### src/rtl/can_mode_pkg.sv
package can_mode_pkg;
  typedef enum logic [1:0] {
    MD_RUN   = 2'b00,
    MD_PEND  = 2'b01,
    MD_HALT  = 2'b10,
    MD_SLEEP = 2'b11
  } mode_e;
endpackage

### src/rtl/can_mode_fsm.sv
module can_mode_fsm
  import can_mode_pkg::*;
(
  input  logic  clk,
  input  logic  rst_n,
  input  logic  halt_req,
  input  logic  sleep_req,
  input  logic  bus_idle,
  input  logic  bus_ifs,
  input  logic  joined,
  output mode_e mode_o,
  output logic  rejoin_clr_o
);
  mode_e mode_q, mode_d;
  logic  safe, want;
  mode_e tgt;

  // a controller that has not joined the bus may stop at any time
  assign safe = bus_idle | bus_ifs | ~joined;
  assign want = halt_req | sleep_req;
  assign tgt  = sleep_req ? MD_SLEEP : MD_HALT;

  always_comb begin
    mode_d = mode_q;
    case (mode_q)
      MD_RUN: begin
        if (want) mode_d = safe ? tgt : MD_PEND;
      end
      MD_PEND: begin
        if (!want)     mode_d = MD_RUN;
        else if (safe) mode_d = tgt;
      end
      MD_HALT: begin
        if (sleep_req)     mode_d = MD_SLEEP;
        else if (!halt_req) mode_d = MD_RUN;
      end
      MD_SLEEP: begin
        if (!sleep_req) mode_d = halt_req ? MD_HALT : MD_RUN;
      end
      default: mode_d = MD_RUN;
    endcase
  end

  assign rejoin_clr_o = (mode_d == MD_RUN) &&
                        ((mode_q == MD_HALT) || (mode_q == MD_SLEEP));

  always_ff @(posedge clk or negedge rst_n) begin
    if (!rst_n) mode_q <= MD_RUN;
    else        mode_q <= mode_d;
  end

  assign mode_o = mode_q;

  AST_HALT_SAFE: assert property (@(posedge clk) disable iff (!rst_n)
    ((mode_q == MD_HALT) && ($past(mode_q) == MD_RUN || $past(mode_q) == MD_PEND))
      |-> $past(bus_idle | bus_ifs | ~joined));

  AST_PEND_HOLD: assert property (@(posedge clk) disable iff (!rst_n)
    ((mode_q == MD_PEND) && want && !safe) |=> (mode_q == MD_PEND));

  AST_PEND_CANCEL: assert property (@(posedge clk) disable iff (!rst_n)
    ((mode_q == MD_PEND) && !want) |=> (mode_q == MD_RUN));
endmodule

### src/rtl/can_rejoin_cnt.sv
module can_rejoin_cnt #(
  parameter int RUN_LEN = 11
) (
  input  logic clk,
  input  logic rst_n,
  input  logic en,
  input  logic clr,
  input  logic bit_stb,
  input  logic rx_bit,
  output logic done_o
);
  localparam int CW = $clog2(RUN_LEN + 1);
  localparam logic [CW-1:0] LAST = CW'(RUN_LEN);

  logic [CW-1:0] cnt_q, cnt_d;
  logic          cnt_ld;

  assign done_o = (cnt_q == LAST);
  assign cnt_ld = clr | (en & bit_stb & ~done_o);

  always_comb begin
    cnt_d = cnt_q;
    if (clr)         cnt_d = '0;
    else if (rx_bit) cnt_d = cnt_q + CW'(1);
    else             cnt_d = '0;
  end

  always_ff @(posedge clk or negedge rst_n) begin
    if (!rst_n)      cnt_q <= '0;
    else if (cnt_ld) cnt_q <= cnt_d;
  end

  AST_JOIN_RUN: assert property (@(posedge clk) disable iff (!rst_n)
    $rose(done_o) |-> $past(bit_stb && rx_bit && en));

  AST_DOM_RESTART: assert property (@(posedge clk) disable iff (!rst_n)
    (en && bit_stb && !rx_bit && !clr && !done_o) |=> (cnt_q == '0));

  AST_CNT_RANGE: assert property (@(posedge clk) disable iff (!rst_n)
    cnt_q <= LAST);
endmodule

### src/rtl/can_acc_gate.sv
module can_acc_gate #(
  parameter int              NREG     = 16,
  parameter int              DW       = 32,
  parameter logic [NREG-1:0] AON_MASK = NREG'(4'hF),
  localparam int             AW       = $clog2(NREG)
) (
  input  logic            clk,
  input  logic            rst_n,
  input  logic            sleep,
  input  logic [AW-1:0]   acc_sel,
  input  logic            acc_rd,
  input  logic            acc_wr,
  input  logic [DW-1:0]   rdata_in,
  output logic [NREG-1:0] permit_o,
  output logic            rd_en_o,
  output logic            wr_en_o,
  output logic [DW-1:0]   rdata_o,
  output logic            err_o
);
  logic sel_ok, err_d, err_q;

  for (genvar g = 0; g < NREG; g++) begin : g_permit
    assign permit_o[g] = ~sleep | AON_MASK[g];
  end

  always_comb begin
    sel_ok = 1'b0;
    for (int i = 0; i < NREG; i++)
      if (acc_sel == AW'(i)) sel_ok = permit_o[i];
  end

  assign rd_en_o = acc_rd & sel_ok;
  assign wr_en_o = acc_wr & sel_ok;
  assign rdata_o = sel_ok ? rdata_in : '0;
  assign err_d   = (acc_rd | acc_wr) & ~sel_ok;

  always_ff @(posedge clk or negedge rst_n) begin
    if (!rst_n) err_q <= 1'b0;
    else        err_q <= err_d;
  end

  assign err_o = err_q;

  AST_ERR_PULSE: assert property (@(posedge clk) disable iff (!rst_n)
    err_o |-> $past(sleep && (acc_rd || acc_wr)));

  AST_RD_ZERO: assert property (@(posedge clk) disable iff (!rst_n)
    (acc_rd && !rd_en_o) |-> (rdata_o == '0));
endmodule

### src/rtl/can_mode_seq.sv
module can_mode_seq
  import can_mode_pkg::*;
#(
  parameter int              NREG     = 16,
  parameter int              DW       = 32,
  parameter int              RUN_LEN  = 11,
  parameter logic [NREG-1:0] AON_MASK = NREG'(4'hF),
  localparam int             AW       = $clog2(NREG)
) (
  input  logic            clk,
  input  logic            rst_n,
  input  logic            halt_req,
  input  logic            sleep_req,
  input  logic            bus_idle,
  input  logic            bus_ifs,
  input  logic            bit_stb,
  input  logic            rx_bit,
  input  logic [AW-1:0]   acc_sel,
  input  logic            acc_rd,
  input  logic            acc_wr,
  input  logic [DW-1:0]   rdata_in,
  output logic [1:0]      mode_o,
  output logic            halt_st_o,
  output logic            bus_en_o,
  output logic            core_clk_en_o,
  output logic [NREG-1:0] reg_permit_o,
  output logic            acc_rd_en_o,
  output logic            acc_wr_en_o,
  output logic [DW-1:0]   rdata_o,
  output logic            acc_err_o
);
  logic [1:0] rst_sync;
  logic       rst_ni;
  mode_e      mode;
  logic       joined, rejoin_clr, on_bus;

  // asynchronous assertion, synchronous release
  always_ff @(posedge clk or negedge rst_n) begin
    if (!rst_n) rst_sync <= 2'b00;
    else        rst_sync <= {rst_sync[0], 1'b1};
  end
  assign rst_ni = rst_sync[1];

  can_mode_fsm i_fsm (
    .clk          (clk),
    .rst_n        (rst_ni),
    .halt_req     (halt_req),
    .sleep_req    (sleep_req),
    .bus_idle     (bus_idle),
    .bus_ifs      (bus_ifs),
    .joined       (joined),
    .mode_o       (mode),
    .rejoin_clr_o (rejoin_clr)
  );

  assign on_bus = (mode == MD_RUN) || (mode == MD_PEND);

  can_rejoin_cnt #(.RUN_LEN(RUN_LEN)) i_cnt (
    .clk     (clk),
    .rst_n   (rst_ni),
    .en      (on_bus),
    .clr     (rejoin_clr),
    .bit_stb (bit_stb),
    .rx_bit  (rx_bit),
    .done_o  (joined)
  );

  can_acc_gate #(.NREG(NREG), .DW(DW), .AON_MASK(AON_MASK)) i_gate (
    .clk      (clk),
    .rst_n    (rst_ni),
    .sleep    (mode == MD_SLEEP),
    .acc_sel  (acc_sel),
    .acc_rd   (acc_rd),
    .acc_wr   (acc_wr),
    .rdata_in (rdata_in),
    .permit_o (reg_permit_o),
    .rd_en_o  (acc_rd_en_o),
    .wr_en_o  (acc_wr_en_o),
    .rdata_o  (rdata_o),
    .err_o    (acc_err_o)
  );

  assign mode_o        = mode;
  assign halt_st_o     = (mode == MD_HALT);
  assign bus_en_o      = on_bus & joined;
  assign core_clk_en_o = (mode != MD_SLEEP);

  AST_REJOIN_QUIET: assert property (@(posedge clk) disable iff (!rst_ni)
    ((mode == MD_RUN) && ($past(mode) == MD_HALT || $past(mode) == MD_SLEEP))
      |-> !bus_en_o);

  AST_SLEEP_FROM_HALT: assert property (@(posedge clk) disable iff (!rst_ni)
    ((mode == MD_HALT) && sleep_req) |=> (mode == MD_SLEEP));
endmodule

### config.mk
export PLATFORM = sky130hd
export DESIGN_NAME = can_mode_seq
export DESIGN_NICKNAME = d
export VERILOG_FILES = /design/src/rtl/can_mode_pkg.sv /design/src/rtl/can_mode_fsm.sv /design/src/rtl/can_rejoin_cnt.sv /design/src/rtl/can_acc_gate.sv /design/src/rtl/can_mode_seq.sv
export SDC_FILE = /design/constraint.sdc
export NUM_CORES = 1
export LEC_CHECK = 0
export BUFFER_PORTS_ARGS = -buffer_cell sky130_fd_sc_hd__buf_2
export CORE_ASPECT_RATIO = 0.6
export CORE_UTILIZATION = 29
export DETAILED_ROUTE_END_ITERATION = 8
export GPL_TIMING_DRIVEN = 0
export PLACE_DENSITY = 0.76
export SETUP_SLACK_MARGIN = 0.15
export SYNTH_ARGS = -nofsm -noshare
export SYNTH_HDL_FRONTEND = slang
export SYNTH_SLANG_ARGS = --single-unit
### constraint.sdc
create_clock -name clk -period 1.2 [get_ports clk]
set_clock_uncertainty 0.2 [all_clocks]
set_input_delay 0.12 -clock clk [delete_from_list [all_inputs] [get_ports clk]]
set_output_delay 0.12 -clock clk [all_outputs]
set_load 0.05 [all_outputs]
; ---- Word level (Yosys, flattened, before mapping)
; Cells that the tools add are included.
[totals]
regBits = 9
inputBits = 46
elab_cells = 74
output_inout_bits = 56
[op_classes]
n_mux = 29
add_sub_neg = 1
eq_ne = 20
reduce_logical = 6
bitwise = 14
[op_table]
columns = operator, count
row1 = 4-bit == test (second input constant), 9
row2 = 32-bit two-way mux, 1
row3 = 1-bit two-way mux, 17
row4 = 4-bit by 3-bit == test with 1-bit output (second input constant), 4
row5 = 2-bit two-way mux, 8
row6 = 4-bit by 2-bit == test with 1-bit output (second input constant), 2
row7 = 4-bit two-way mux, 2
row8 = 2-bit case mux with 4 select lines, 1
row9 = 1-bit bitwise AND, 6
row10 = 1-bit OR, 5
row11 = 4-bit by 1-bit adder with 4-bit output (second input constant), 1
row12 = 2-bit == test (second input constant), 2
row13 = 4-bit by 1-bit == test with 1-bit output (second input constant), 1
row14 = 2-bit logical NOT, 2
row15 = 4-bit logical NOT, 1
row16 = 1-bit NOT, 3
row17 = 2-bit by 1-bit == test with 1-bit output (second input constant), 1
row18 = 1-bit logical OR, 2
row19 = 2-bit inequality test (second input constant), 1
row20 = 1-bit logical AND, 1

; ---- Logic depth before layout (Yosys ltp)
; Gate-level depths: netlist of the first run.
[logic_depth]
ltp_word = 19
ltp_mapped = 4
depth_no_buf = 4

; ---- Modules after synthesis
; Synthesis of the first run repeated with hierarchy kept, for this count alone.
[unflattened]
cells_unflattened = 98
hier_area_um2 = 860.8
[modules_own_cells]
columns = mod, area_each_um2, seq_area_each_um2, cells_per_inst, n_inst
row1 = can_acc_gate, 442.9, 25.0, 58, 1
row2 = can_rejoin_cnt, 240.2, 100.1, 25, 1
row3 = can_mode_fsm, 96.3, 50.0, 7, 1
row4 = can_mode_seq, 81.3, 50.0, 8, 1

; ---- Worst setup path before layout of the first run
; OpenSTA, ideal clock, no wires.
[synth_timing]
path_type = flip-flop to output port
startpoint = register i_fsm.mode_q[1] (netlist: i_fsm.mode_o[1])
endpoint = output port reg_permit_o[10]
n_path_buf = 1
slack_ns = -0.863
path_stages_with_launch = 3
required_time_ns = 0.880
arrival_time_ns = 1.743
cell_sequence = dfrtp_1 -> nand2_1 -> buf_4
[synth_between]
elab_chain_len = 2
[synth_rtl]
columns = item, line_no
row1 = from (decl), can_mode_fsm.sv:14  ; mode_e mode_q, mode_d;
row2 = from (signal assigned), can_mode_fsm.sv:49  ; else mode_q <= mode_d;
row3 = 2-bit == test, can_mode_seq.sv:71  ; .sleep (mode == MD_SLEEP),
row4 = 1-bit NOT, n/a
row5 = to (decl), can_mode_seq.sv:26  ; output logic [NREG-1:0] reg_permit_o,
; No other way between the ends.

; ---- Worst setup path after layout of the first run
[layout_timing]
startpoint = register i_fsm.mode_q[1] (netlist: i_fsm.mode_o[1])
endpoint = output port rdata_o[11]
[layout_between]
elab_chain_len = 15
[layout_rtl]
columns = item, line_no
row1 = 2-bit == test (*), can_mode_seq.sv:71
row2 = 1-bit NOT (*), n/a
row3 = 1-bit two-way mux (11 in series), can_acc_gate.sv:29  ; if (acc_sel == AW'(i)) sel_ok = permit_o[i];
row4 = 1-bit two-way mux (*), can_acc_gate.sv:29
row5 = 32-bit two-way mux (*), can_acc_gate.sv:34  ; assign rdata_o = sel_ok ? rdata_in : '0;
row6 = to (decl), can_mode_seq.sv:29  ; output logic [DW-1:0] rdata_o,
; Mark *: on every way between the ends. The rest lies on a longest branch, timed or not.

==> impl_metrics.toml, run 1 <==
[status]
status = "complete, but fails checks"
violations = "DRC, hold timing, setup timing"

[worst_setup_path]
crit_fanout = 7
crit_type = "register to output port"
worstSetupEndpoint = "rdata_o[11]"
r2r-end = "i_cnt.cnt_q[3]"
crit_path_start = "i_fsm.mode_o[1]"
required_ns = 0.88
cp_data_arrival_time_ns = 1.39
r2r_cells = 5
endpoint_kind = "output port"
cp-start-kind = "register"
reg2reg_from = "i_fsm.mode_o[1]"
regToRegSetupSlack_ns = -0.43

[sta]
min_period_ns = 1.713
fin_ws_ns = -0.5131
rsz0062_at_grt = "true"
drv_slew = 0
finalHoldViolCount = 9
setup_viol = 58
fin_hold_ws_ns = -0.08601
clock.fmax_mhz = 583.7
finalCritPeriodShare_pct = 142.8

[synth]
netlist_instances = 96
synth.most_common_cell = "and2_1"
synthTopCellsByArea = "dfrtp_1 27%, and2_1 20%, buf_4 14%"
synth_mux_area_share_pct = 0
synth_fa_ha_area_share_pct = 1.506
synth_top_family_by_area = "simple AND/OR/NAND/NOR gates"
synthesis.area_um2 = 830.8
yosys_warnings = 0
synth_top_area_share_pct = 27.11
ys_seq_area_share_pct = 27.11
synth_seq_cells = 9
synth_common_cells = "26 x and2_1, 16 x buf_4, 9 x and2_4, 9 x dfrtp_1, 5 x nor2_1"
ys_dominant_reg_cell = "dfrtp_1"
ys_types = 24
synthArstFlopShare_pct = 100.0
synth_compound_area_share_pct = 8.434
synth_edf_count = 0
synthXorXnorAreaFrac_pct = 0
synthSimpleGateAreaFrac_pct = 43.98
syn_area_per_cell_um2 = 8.654
yosysTopAreaCell = "dfrtp_1"

[clock_tree]
clkSinkCount = 9
h-tree-depth = 1
cts_root_buf = "clkbuf_8"
hold_buffers = 6
cts_buffer_depth = 2
cts_made_buffers = 3
clkTransAtPathRegs_ns = 0.05
tritoncts = "done"
clk_latency_ns = 0.24

[power]
peakVddDrop_uv = 867.6
power_density_mw_per_mm2 = 897.7
static-leakage-power_uw = 0.001159

[finish]
multi_input_area_um2 = 639.4
final-seq-area_um2 = 231.5
nets = 269
syn_to_final_growth_pct = 178.0
diodes = 0
final_area_mm2 = 0.002310
fin_util_pct = 88.49
drive_gt1_share_pct = 82.81
fillers = 106

[global_route]
grtUsageTotal_pct = 29.90
grt_pass1_wl_mm = 6.789
grt.overflow.total = 0
first_global_vias = 1267
grt_max_degree = 14
antenna_found_initial = 0

[die]
die_h_um = 43.46
dieArea_mm2 = 0.003090
die_w_um = 71.10
core_mm2 = 0.002610
start_util_pct = 31.83
rows = 14
floorplan.io_pins = 102

[detailed_routing]
drtIter0Drc = 50
totalWireLength_mm = 5.138
vias_per_cell = 4.881
via_count = 1235
drcViolationCount = 6
drt_first_pass_iters = 6
ant_nets = 0
wl_per_cell_um = 20.31

[placed_design]
place_congestion = 0.7323
placed_area_mm2 = 0.001435
port_buffers = 95
dp_hpwl_mm = 2.064

[job]
drv_cap = 0

[worst_hold_path]
hp-class = "register to async pin"
## area by class of cell
| cell class | count | share of cell area (%) |
|---|---|---|
| flip-flops and latches | 9 | 10.02 |
| plain buffers | 19 | 7.476 |
| clock buffers | 4 | 1.950 |
| multi-input cells | 74 | 27.68 |
| repair buffers | 115 | 51.14 |
| well taps | 32 | 1.733 |
## through the flow
| stage | setup WS [ns] | hold slack (ns) | std cells | setup TNS, ns | total power (µW) |
|---|---|---|---|---|---|
| after CTS | -0.4879 | -0.07054 | 252 | -23.49 | 1991 |
| after global placement | -0.3806 | -0.2926 | 227 | -15.63 | 1256 |
| after detailed placement | -0.3820 | -0.2936 | 227 | -15.41 | 1264 |
| after floorplan | -0.2436 | -0.3756 | 100 | -11.61 | 1063 |
| final | -0.5131 | -0.08601 | 253 | -26.51 | 2074 |
| after global routing | -0.5344 | -0.05763 | 253 | -27.89 | 2130 |
## cell usage in the layout (no fill, tap or decap), types with 2 or more instances in the layout
cell type / synthesis / routed
nor2b_1: 4 / 2
dfrtp_1: 9 / 6
nor2_1: 5 / 3
clkbuf_8: 0 / 3
o21ai_1: 3 / 3
dfrtp_2: 0 / 2
nand2_8: 0 / 2
dlygate4sd3_1: 0 / 5
buf_6: 3 / 20
buf_2: 0 / 43
a21oi_2: 0 / 2
buf_8: 0 / 49
nand3_1: 2 / 2
buf_4: 16 / 17
and2_4: 9 / 33
conb_1: 1 / 5
## worst max-delay path: stages, from the launching register on
cell	delay, ns
dfrtp_4	0.50
o211ai_4	0.18
buf_6	0.18
and2_4	0.15
buf_8	0.14
## logic make-up (layout without fill, tap and decap cells)
logic type               after synthesis  count (layout)
AND/OR/NAND/NOR                       56              57
buffers and inverters                 19             138
AO/OA/AOI/OAI                         10              11
flip-flops                             9               9
adder cells (fa/ha/maj)                1               1
other                                  1               5
## what timing repair did
item / CTS / global route
endpoints found under the hold margin: 14 / 8
pin swaps: 18 / 9
gates resized for setup: 172 / 16
setup buffers: 11 / 1
setup endpoints to repair: 59 / 61
cloned: 4 / 1
## metal layers
layer	GRT usage, %	wire length (µm)	vias to the layer above	share of wire (%)
met5	0	0	-	0
met4	16.80	245	0	4.8
met3	7.209	337	24	6.6
met2	54.04	2628	73	51
met1	33.29	1926	596	37
li1	-	-	542	-
## worst min path at each step
stage / cells past startpoint / slack, ns / end
after detailed placement: 1 / -0.29 / rst_sync[0]
after global placement: 1 / -0.29 / rst_sync[0]
after floorplan: 0 / -0.38 / rst_sync[0]
final: 0 / -0.09 / i_gate.err_o
after CTS: 0 / -0.07 / i_cnt.cnt_q[1]
after global routing: 0 / -0.06 / i_gate.err_o
## flip-flops by register name, indices dropped and copies added (netlist names)
| name | cells |
|---|---|
| rst_sync | 2 |
| i_fsm.mode_o | 2 |
| i_cnt.cnt_q | 4 |
| i_gate.err_o | 1 |
## report_power, final
part           internal (µW)  switching (µW)  total [µW]
registers                331            32.6         364
clock network            232             129         361
logic                    612             737        1350
Power figures use the tool's default switching activity.
==> run 2: changes to the inputs <==
- SKIP_CTS_REPAIR_TIMING: not set -> 1
==> impl_metrics.toml, run 2 (same netlist as run 1, synthesis figures left out) <==
[die]
rows = 14
dieArea_mm2 = 0.003090
die_h_um = 43.46
die_w_um = 71.10
floorplan.io_pins = 102
start_util_pct = 31.83
core_mm2 = 0.002610

[worst_setup_path]
cp_data_arrival_time_ns = 1.44
crit_fanout = 7
cp-start-kind = "register"
required_ns = 0.88
regToRegSetupSlack_ns = -0.32
endpoint_kind = "output port"
crit_type = "register to output port"

[sta]
min_period_ns = 1.759
drv_slew = 0
setup_viol = 58
fin_ws_ns = -0.5585
rsz0062_at_grt = "true"
fin_hold_ws_ns = -0.08061
clock.fmax_mhz = 568.7
finalCritPeriodShare_pct = 146.5
finalHoldViolCount = 11

[clock_tree]
cts_made_buffers = 3
h-tree-depth = 1
clkSinkCount = 9
clk_latency_ns = 0.24
tritoncts = "done"
cts_buffer_depth = 2
clkTransAtPathRegs_ns = 0.05
cts_root_buf = "clkbuf_8"

[finish]
diodes = 0
drive_gt1_share_pct = 82.19
final_cell_mix = "46 x buf_8, 43 x buf_2, 33 x and2_4"
largest_reg_flops = 4
mostFrequentLayoutCell = "buf_8"
final_area_mm2 = 0.002230
nets = 267
syn_to_final_growth_pct = 168.4
largest-register = "i_cnt.cnt_q"
fin_util_pct = 85.43
fillers = 118
multi_input_area_um2 = 609.3
final-seq-area_um2 = 230.2

[detailed_routing]
drcViolationCount = 6
drt_first_pass_iters = 6
totalWireLength_mm = 4.540
via_count = 1169
drtIter0Drc = 49
wl_per_cell_um = 18.09
ant_nets = 0
vias_per_cell = 4.657

[power]
power.internal_uw = 1159
static-leakage-power_uw = 0.001130
p_switching_uw = 877.6
power.share.switching_pct = 43.08
power_density_mw_per_mm2 = 913.6
seqPwrFrac_pct = 17.9
pwr-share-comb_pct = 64.5
peakVddDrop_uv = 687.5
p_clk_share_pct = 17.6

[global_route]
grt.overflow.total = 0
grt_max_degree = 14
grt_pass1_wl_mm = 3.525
antenna_found_initial = 0
grtUsageTotal_pct = 14.85
first_global_vias = 764

[status]
status = "complete, but fails checks"
violations = "DRC, hold timing, setup timing"

[job]
drv_cap = 0

[placed_design]
placed_area_mm2 = 0.001435
place_congestion = 0.7323
dp_hpwl_mm = 2.064
port_buffers = 95

[worst_hold_path]
hp-class = "register to async pin"
[run 2: changes by cell type in the layout (fill, tap and decap cells not counted), sizes merged]
cell,delta
nand2,-1
buf,-1
[run 2: worst paths after layout]
check	startpoint	endpoint	cells past startpoint
min reg2reg	rst_sync[1]	i_cnt.cnt_q[1]	0
max reg2reg	i_cnt.cnt_q[0]	i_fsm.mode_o[0]	5
min	rst_sync[1]	i_cnt.cnt_q[1]	0
max	i_fsm.mode_o[1]	rdata_o[19]	4
min in group clk	bus_idle	i_fsm.mode_o[1]	3
max in group asynchronous	rst_sync[1]	i_fsm.mode_o[1]	0
[run 2: per-layer routing]
metal	up-vias	share of wire (%)	track usage, %	wire [µm]
li1	539	-	-	-
met3	13	5.8	3.721	265
met5	-	0	0	0
met2	56	52	24.62	2351
met1	561	39	19.83	1781
met4	0	3.1	3.600	141
[run 2: through the flow]
stage | TNS (ns) | cells | hold slack, ns | total power (µW) | setup WS, ns
after floorplan | -11.61 | 100 | -0.3756 | 1063 | -0.2436
after global placement | -15.63 | 227 | -0.2926 | 1256 | -0.3806
after detailed placement | -15.41 | 227 | -0.2936 | 1264 | -0.3820
after CTS | -28.52 | 231 | -0.5445 | 1625 | -0.6432
after global routing | -26.49 | 251 | -0.04952 | 2091 | -0.5699
final | -25.08 | 251 | -0.08061 | 2037 | -0.5585
[run 2: area by class of cell]
| type | instances | share of cell area (%) |
|---|---|---|
| buffer | 19 | 6.902 |
| clock buffer | 4 | 2.020 |
| multi-input combinational | 73 | 27.33 |
| sequential | 9 | 10.33 |
| tap | 32 | 1.796 |
| timing repair buffer | 114 | 51.63 |
[run 2: power groups by stage]
stage	sequential, µW	combinational [µW]	clock [µW]
after floorplan	380	684	0
after global placement	367	889	0
after detailed placement	367	897	0
after CTS	362	898	364
after global routing	368	1350	375
final	365	1310	358
[run 2: critical path: stages, from the launching register on]
cell,delay [ns]
dfrtp_4,0.50
o211ai_4,0.19
buf_6,0.19
and2_4,0.17
buf_8,0.14
==> run 3: changes to the inputs <==
- ABC_AREA: not set -> 1
- CORE_MARGIN: not set -> 2
==> impl_metrics.toml, run 3 <==
[sta]
drv_slew = 0
setup_tns_ns = -26.28
setup_viol = 57
clock.fmax_mhz = 559.4
rsz0062_at_grt = "true"
fin_ws_ns = -0.5875
finalCritPeriodShare_pct = 149.0
min_period_ns = 1.787
fin_hold_ws_ns = -0.07726
finalHoldViolCount = 7

[worst_setup_path]
max_stage_delay_ns = 0.51
regToRegSetupSlack_ns = -0.29
r2r_cells = 6
cp-start-kind = "register"
required_ns = 0.88
r2r-end = "i_fsm.mode_o[0]"
worstSetupEndpoint = "rdata_o[12]"
crit_path_start = "i_fsm.mode_o[1]"
cp.buffers_inverters = 3
reg2reg_from = "i_cnt.cnt_q[0]"
cp_num_cells = 6
slowest_stage = "dfrtp_4"
cp_top_family = "flip-flops"
crit_fanout = 10
crit_chain = "nand2_8 -> nor2_4 -> buf_12 -> buf_12 -> nor2_4 -> buf_6"
cp_data_arrival_time_ns = 1.47
crit_type = "register to output port"
endpoint_kind = "output port"

[synth]
synth_common_cells = "43 x inv_1, 38 x nor2_1, 16 x buf_4, 9 x dfrtp_1, 9 x nand2_1"
synth_top_area_share_pct = 26.83
yosysTopAreaCell = "dfrtp_1"
synth.most_common_cell = "inv_1"
synthArstFlopShare_pct = 100.0
synthTopCellsByArea = "dfrtp_1 27%, inv_1 19%, nor2_1 17%"
synth_seq_cells = 9
synth_edf_count = 0
ys_types = 17
syn_area_per_cell_um2 = 6.084
ys_dominant_reg_cell = "dfrtp_1"
ys_seq_area_share_pct = 26.83
yosys_warnings = 0
synthesis.area_um2 = 839.6
netlist_instances = 138

[power]
power.internal_uw = 1077
p_clk_share_pct = 18.1
p_switching_uw = 932.0
seqPwrFrac_pct = 17.1
static-leakage-power_uw = 0.001287
power.share.switching_pct = 46.38
peakVddDrop_uv = 483.9
power_density_mw_per_mm2 = 840.4
pwr-share-comb_pct = 64.8

[job]
drv_cap = 0

[finish]
nets = 311
largest-register = "i_cnt.cnt_q"
largest_reg_flops = 4
mostFrequentLayoutCell = "buf_2"
drive_gt1_share_pct = 69.20
fin_util_pct = 84.93
final-seq-area_um2 = 230.2
fillers = 126
multi_input_area_um2 = 636.9
final_cell_mix = "43 x buf_2, 42 x inv_1, 42 x buf_6"
syn_to_final_growth_pct = 184.8
diodes = 0

[placed_design]
place_congestion = 0.8732
dp_hpwl_mm = 1.965
dpl_worst_slack_ns = -0.4640
port_buffers = 95

[status]
violations = "hold timing, setup timing"
status = "complete, but fails checks"

[global_route]
grt_pass1_wl_mm = 3.346
grt_max_degree = 15
grtUsageTotal_pct = 13.06
antenna_found_initial = 0
grt.overflow.total = 0
first_global_vias = 793

[die]
die_w_um = 73.46
rows = 15
core_mm2 = 0.002815
floorplan.io_pins = 102
start_util_pct = 29.82
dieArea_mm2 = 0.003355
die_h_um = 45.68

[clock_tree]
cts_made_buffers = 3
h-tree-depth = 1
clkTransAtPathRegs_ns = 0.05
cts_root_buf = "clkbuf_8"
cts_buffer_depth = 2
clk_latency_ns = 0.24
tritoncts = "done"
clkSinkCount = 9

[detailed_routing]
drcViolationCount = 0
drtIter0Drc = 40
via_count = 1305
totalWireLength_mm = 4.166
wl_per_cell_um = 14.03
drt_first_pass_iters = 4
ant_nets = 0
vias_per_cell = 4.394

[worst_hold_path]
hp-class = "register to async pin"
-- run 3: changes by cell type in the layout (fill, tap and decap cells not counted), moves of 3 or more --
cell / change
and2_4: -33
nand3_1: +3
buf_6: +27
buf_12: +3
nor2_4: +35
inv_1: +42
nand2_1: +5
buf_8: -32
dlygate4sd3_1: +3
-- run 3: power by group through the flow --
stage / Combinational [µW] / Sequential [µW] / Clock, µW
after global placement: 950 / 346 / 0
after detailed placement: 955 / 347 / 0
after floorplan: 742 / 364 / 0
after CTS: 957 / 343 / 356
final: 1300 / 344 / 363
after global routing: 1350 / 344 / 390
-- run 3: routing by layer --
layer | track usage, % | vias up | part of all wire (%)
li1 | - | 613 | -
met1 | 17.25 | 594 | 34
met2 | 20.18 | 78 | 53
met3 | 4.425 | 20 | 8.1
met4 | 4.364 | 0 | 5.0
met5 | 0 | - | 0
-- run 3: final cells by class --
cell class | instances | area share, %
Inverter | 43 | 6.855
Tap cell | 34 | 1.779
Buffer | 19 | 8.006
Clock buffer | 3 | 1.727
Timing Repair Buffer | 117 | 45.16
Clock inverter | 1 | 0.2093
Multi-Input combinational cell | 71 | 26.64
Sequential cell | 9 | 9.628
-- run 3: cell families (layout without fill, tap and decap cells) --
kind of cell,after synthesis,in the layout,synth area share [%]
buffers and inverters,62,183,37.56
and+or+nand+nor,58,58,28.76
DFF,9,9,26.83
AOI/OAI and AO/OA,6,6,3.875
adders and majority gates,1,1,1.490
other,1,5,0.4467
xor gates and xnor gates,1,1,1.043
-- run 3: worst min path at each step --
| stage | end | slack (ns) | from | cells after the start |
|---|---|---|---|---|
| floorplan | rst_sync[0] | -0.38 | rst_n | 0 |
| global placement | rst_sync[1] | -0.29 | rst_n | 1 |
| detailed placement | rst_sync[1] | -0.29 | rst_n | 1 |
| CTS | rst_sync[0] | -0.54 | rst_n | 1 |
| global route | i_cnt.cnt_q[0] | -0.05 | rst_sync[1] | 0 |
| finish | i_cnt.cnt_q[0] | -0.08 | rst_sync[1] | 0 |
-- run 3: per-stage QoR --
step / power [µW] / cells / instance area, µm²
after CTS: 1656 / 275 / 1712
after detailed placement: 1302 / 271 / 1665
after global placement: 1296 / 271 / 1665
after global routing: 2087 / 297 / 2391
final: 2009 / 297 / 2391
after floorplan: 1106 / 142 / 1147
